$ cat src/rtl/bsram_pkg.sv
package bsram_pkg;

    typedef enum logic {
        ORD_LINEAR     = 1'b0,
        ORD_INTERLEAVE = 1'b1
    } burst_order_e;

    // low address bits for beat 'step' of a burst that began at 'first'
    function automatic logic [1:0] beat_lo(input logic [1:0] first,
                                           input logic [1:0] step,
                                           input burst_order_e ord);
        logic [1:0] r;
        if (ord == ORD_INTERLEAVE) r = first ^ step;
        else                       r = first + step;
        return r;
    endfunction

endpackage

$ cat src/rtl/bsram_addr_map.sv
module bsram_addr_map
    import bsram_pkg::*;
(
    input  logic [1:0] first_lo,
    input  logic [1:0] step,
    input  logic       order_ilv,
    output logic [1:0] lo
);
    burst_order_e ord;

    always_comb begin
        ord = order_ilv ? ORD_INTERLEAVE : ORD_LINEAR;
        lo  = beat_lo(first_lo, step, ord);
    end
endmodule

$ cat src/rtl/bsram_array.sv
module bsram_array #(
    parameter int ADDR_W = 6,
    parameter int LANES  = 4,
    parameter int LANE_W = 8
) (
    input  logic                      clk,
    input  logic [LANES-1:0]          wmask,
    input  logic [ADDR_W-1:0]         waddr,
    input  logic [LANES*LANE_W-1:0]   wdata,
    input  logic [ADDR_W-1:0]         raddr,
    output logic [LANES*LANE_W-1:0]   rword
);
    localparam int DEPTH = 1 << ADDR_W;

    genvar g;
    generate
        for (g = 0; g < LANES; g++) begin : g_lane
            logic [LANE_W-1:0] cells [DEPTH];

            always_ff @(posedge clk) begin
                if (wmask[g]) cells[waddr] <= wdata[g*LANE_W +: LANE_W];
            end

            assign rword[g*LANE_W +: LANE_W] = cells[raddr];
        end
    endgenerate
endmodule

$ cat src/rtl/burst_sram.sv
module burst_sram #(
    parameter int ADDR_W = 6,
    parameter int LANES  = 4,
    parameter int LANE_W = 8
) (
    input  logic                     clk,
    input  logic                     rst_n,
    input  logic [ADDR_W-1:0]        addr,
    input  logic [LANES*LANE_W-1:0]  wdata,
    input  logic                     ce0_n,
    input  logic                     ce1,
    input  logic                     ce2_n,
    input  logic                     pstb_n,
    input  logic                     cstb_n,
    input  logic                     adv_n,
    input  logic [LANES-1:0]         ben_n,
    input  logic                     bw_n,
    input  logic                     gw_n,
    input  logic                     order_ilv,
    input  logic                     oe_n,
    input  logic                     sleep,
    output logic [LANES*LANE_W-1:0]  rdata
);
    localparam int DATA_W = LANES * LANE_W;
    localparam int BEAT_W = 2;
    localparam int HIGH_W = ADDR_W - BEAT_W;

    typedef struct packed {
        logic                live;
        logic [ADDR_W-1:0]   base;
        logic [BEAT_W-1:0]   step;
    } seq_t;

    seq_t cur_q, nxt_d;

    logic              selected, start, host_start, advance, access_ok;
    logic [BEAT_W-1:0] step_inc, cur_lo, inc_lo;
    logic [ADDR_W-1:0] rd_addr, eff_addr;
    logic [LANES-1:0]  lane_sel, wmask;
    logic [DATA_W-1:0] arr_word;

    assign step_inc = cur_q.step + 2'd1;

    bsram_addr_map u_cur (
        .first_lo (cur_q.base[BEAT_W-1:0]),
        .step     (cur_q.step),
        .order_ilv(order_ilv),
        .lo       (cur_lo)
    );

    bsram_addr_map u_inc (
        .first_lo (cur_q.base[BEAT_W-1:0]),
        .step     (step_inc),
        .order_ilv(order_ilv),
        .lo       (inc_lo)
    );

    assign rd_addr = {cur_q.base[ADDR_W-1 -: HIGH_W], cur_lo};

    always_comb begin
        nxt_d      = cur_q;
        selected   = !ce0_n && ce1 && !ce2_n;
        start      = !sleep && (!pstb_n || !cstb_n);
        host_start = start && !pstb_n;
        advance    = !sleep && !start && cur_q.live && !adv_n;
        eff_addr   = rd_addr;
        access_ok  = 1'b0;

        if (start) begin
            nxt_d.live = selected;
            nxt_d.base = addr;
            nxt_d.step = '0;
            eff_addr   = addr;
            access_ok  = selected && !host_start;
        end else if (!sleep && cur_q.live) begin
            access_ok = 1'b1;
            if (advance) begin
                nxt_d.step = step_inc;
                eff_addr   = {cur_q.base[ADDR_W-1 -: HIGH_W], inc_lo};
            end
        end

        if (!gw_n)      lane_sel = '1;
        else if (!bw_n) lane_sel = ~ben_n;
        else            lane_sel = '0;

        wmask = access_ok ? lane_sel : '0;
    end

    always_ff @(posedge clk or negedge rst_n) begin
        if (!rst_n) cur_q <= '0;
        else        cur_q <= nxt_d;
    end

    bsram_array #(.ADDR_W(ADDR_W), .LANES(LANES), .LANE_W(LANE_W)) u_arr (
        .clk  (clk),
        .wmask(wmask),
        .waddr(eff_addr),
        .wdata(wdata),
        .raddr(rd_addr),
        .rword(arr_word)
    );

    assign rdata = (cur_q.live && !oe_n && !sleep) ? arr_word : '0;

endmodule

$ cat config.mk
export PLATFORM = sky130hd
export DESIGN_NAME = burst_sram
export DESIGN_NICKNAME = d
export VERILOG_FILES = /design/src/rtl/bsram_pkg.sv /design/src/rtl/bsram_addr_map.sv /design/src/rtl/bsram_array.sv /design/src/rtl/burst_sram.sv
export SDC_FILE = /design/constraint.sdc
export NUM_CORES = 2
export LEC_CHECK = 0
export ABC_AREA = 1
export CAP_MARGIN = 30
export CORE_MARGIN = 3
export CORE_UTILIZATION = 50
export CTS_CLUSTER_DIAMETER = 200
export DETAILED_ROUTE_END_ITERATION = 6
export PLACE_DENSITY = 0.66
export SYNTH_ARGS = -nofsm -noshare
export SYNTH_HDL_FRONTEND = slang
export SYNTH_SLANG_ARGS = --single-unit
$ cat constraint.sdc
create_clock -name clk -period 4.3 [get_ports clk]
set_clock_uncertainty 0.05 [all_clocks]
set_input_delay 0.86 -clock clk [delete_from_list [all_inputs] [get_ports clk]]
set_output_delay 0.86 -clock clk [all_outputs]
set_load 0.1 [all_outputs]
==> run metrics <==
Slew Viols, Final 0; fin cells 10.9k; Setup Viol. Count Final 32; first-pass GRT wire length 392 mm; Setup crit start kind register; IO Pins 87; Inserted Clock Buffers 204; CP Cell Sequence ha_4 -> buf_12 -> clkinv_16 -> buf_16 -> buf_6 -> clkbuf_16 -> nand2_1 -> nand3_1 -> nand2_1 -> nand2_1 -> nand2_1 -> nor2_1 -> nor2_1 -> nand2_2 -> a21oi_4 -> nor2_4 -> buf_12; capture point of the worst reg-to-reg path u_arr.g_lane[3].cells[30][4]; share of the clock period used by the worst path 107%; post-route ant nets 0; vias in the first global route 59.8k; type of the tightest min-delay check input port to register; CTS tree built; #FFs+latches synth 2057; clk sinks 2057; Die Y 421 microns; Post-route DRC 0; slowest stage cell, crit path dfrtp_1; Clock Pin Slew Worst Setup and Hold Paths 0.06 ns; CTS Hold Bufs 0; status complete, but fails checks; most used cell, CP nand2_1; CP Class register to output port; Setup crit end kind output port; Worst Setup EP rdata[2]; prevailing post-synth register cell edfxtp_1; fin crit period 4.60 ns; crit-path leading delay family buffers and inverters; worst reg-to-reg path cell count 13; worst-skew pair later-pin latency 0.85 ns; Seq/Total Area, Yosys 71.6%; dpl hpwl 163 mm; vias after detailed routing 63.7k; starting density of the core 50.6%; RSZ-0062 raised after global routing true; H-tree Lvls 4; slew margin rel. 27.8%; Post-Syn Area 86200 sq um; cell count after placement 10.4k; ys async rst share 0.438%; CTS root buf clkbuf_16; drt initial violations 9393; max_cap viols 0; reg2reg setup slack 0.41 ns; Die W 421 microns; routed length per instance 24.9 microns; Port Buffers 86; Tot Pwr 47300 uW; Mapped Cells 7924; global route total overflow 0; Switch Pwr 13000 uW; Distinct cells, synth 31; Least-Margin Pin Slew 1.08 ns; worst slack, placed -0.389 ns; peak supply drop 454 uV; Int Pwr 34300 uW; CP startpoint cur_q[2]; setup ws final -0.296 ns; vias per cell 5.82; Critical Path AT 3.69 ns; Layout Nets 8529; Max stage delay on crit path 0.44 ns; Final Hold Fails 0; worst-case clock buffer depth 3; switch share 27.4%; Total Routing Usage GR 29.5%; PD cells 453 nW/um^2; largest net degree at the start of global routing 130; worst r2r src cur_q[2]; power share of the combinational group 17.4%; Syn Nets 7981; Syn-to-layout area delta 21.0%; share of cells above drive strength 1 16.3%; EDFF count, synth 2048; initial antenna violation count 16; Ys Warns 0; crit path buf inv count 6; Synth Area per Inst 10.9 sq um; Leak Pwr 0.0381 uW; GPL Wtd Cong 0.937; die area 177000 sq um; Seq pwr share 46.7%; failing checks setup timing; drt total wl 273 mm; Rows 151; Detailed Routing Iterations Pass 1 6; power share of the clock group 35.9%; core area 170000 sq um; Critical Path RT 3.39 ns; CP Depth 17; CP max FO 18; FMAX 218 MHz
==> worst min-delay path by stage <==
stage	to	startpoint	slack [ns]	cells past startpoint
floorplan	cur_q[8]	cur_q[8]	0.40	2
global placement	cur_q[8]	cur_q[8]	0.42	2
detailed placement	cur_q[8]	cur_q[8]	0.44	2
CTS	cur_q[8]	rst_n	0.37	1
global route	u_arr.g_lane[0].cells[24][1]	wdata[1]	0.19	1
finish	u_arr.g_lane[0].cells[24][1]	wdata[1]	0.23	1
==> registers in the layout (all words and copies together), names as in the netlist <==
register / count
u_arr.g_lane.cells: 2048
cur_q: 9
==> cell usage after synthesis, drive strengths merged, types with 17 or more instances <==
master	instances	area [sq um]
a22oi	21	158
nand4	64	400
or2	32	200
edfxtp	2048	61500
nor2	2399	9020
buf	276	1340
inv	23	86.3
nand3	1023	5120
a21oi	182	922
o211ai	17	128
clkbuf	242	908
o21ai	110	554
nand2	1457	5470
==> worst register-to-register path: cells and delay by family, from the launching register on <==
family                   cells  cell delay [ns]
buffers and inverters        4             0.94
flip-flops                   1             0.43
AND/OR/NAND/NOR              8             1.92
adder cells (fa/ha/maj)      1             0.19
==> through the flow <==
stage | setup TNS, ns | util, % | cell area (sq um) | hold WS [ns]
after floorplan | 0 | - | 86300 | 0.400
after global routing | -11.55 | 61.2 | 104000 | 0.194
after detailed placement | -36.91 | 55.3 | 94200 | 0.442
final | -7.92 | 61.2 | 104000 | 0.225
after global placement | -32.26 | 55.2 | 94100 | 0.418
after CTS | -7.83 | 60.2 | 103000 | 0.365
==> power groups by stage <==
stage | Clock [uW] | Sequential (uW) | Combinational, uW
floorplan | 0 | 22500 | 3960
global placement | 0 | 22500 | 6580
detailed placement | 0 | 22500 | 6650
CTS | 17100 | 22100 | 7500
global route | 18000 | 22100 | 8790
finish | 17000 | 22100 | 8220
==> layout make-up <==
| class | count | area [sq um] |
|---|---|---|
| antenna | 9 | 22.5 |
| clock buffer | 256 | 5320 |
| clock inverter | 120 | 986 |
| fill | 13200 | 66100 |
| inverter | 24 | 129 |
| multi-input combinational | 5326 | 23200 |
| sequential | 2057 | 61700 |
| tap | 2295 | 2870 |
| timing repair buffer | 857 | 10000 |
| timing repair inverter | 2 | 25.0 |
==> what timing repair did <==
action | in CTS | in global routing
buffers inserted | 26 | 30
hold endpoints to repair | 0 | 0
setup endpoints to repair | 32 | 32
gates resized for setup | 170 | 215
gates cloned | 37 | 27
pin swaps | 28 | 93
==> per-layer routing <==
metal | global-route usage, % | routed length (microns)
met1 | 39.9 | 104000
met4 | 13.8 | 13200
met2 | 45.8 | 126000
met5 | 0 | 115
met3 | 6.32 | 29700
==> cells by family (layout without fill, tap and decap cells) <==
family,count (synthesis),in the layout,share of synthesized area (%)
DFF,2057,2057,71.6
and+or+nand+nor,4976,4977,23.5
other,0,9,0
adders and majority gates,2,2,0.0290
AOI/OAI and AO/OA,336,336,2.09
xor gates and xnor gates,2,2,0.0203
buffers and inverters,542,1259,2.71
muxes,9,9,0.104
==> cells in the final DEF (no fill, tap or decap), types with 6 or more instances in the layout <==
cell,netlist,final
nor2_1,2393,2315
clkinv_2,0,37
mux2i_1,9,7
nand2_1,1455,1401
a21oi_2,0,25
inv_1,17,13
a22oi_1,21,19
nand3_1,1023,952
nand4_1,64,64
clkdlybuf4s50_1,0,22
clkbuf_16,0,230
o211ai_1,17,17
o21ai_0,105,104
or2_2,32,32
bufinv_16,0,9
buf_2,179,32
clkinv_1,1,52
nand3_2,0,70
buf_12,0,124
inv_2,6,7
diode_2,0,9
edfxtp_1,2048,2048
inv_6,0,6
clkbuf_1,242,51
nand2_2,2,52
buf_4,18,550
buf_16,0,62
nor2_2,6,55
bufbuf_16,0,11
nor2_4,0,29
buf_6,1,26
a21oi_1,181,154
Power figures use the tool's default switching activity.
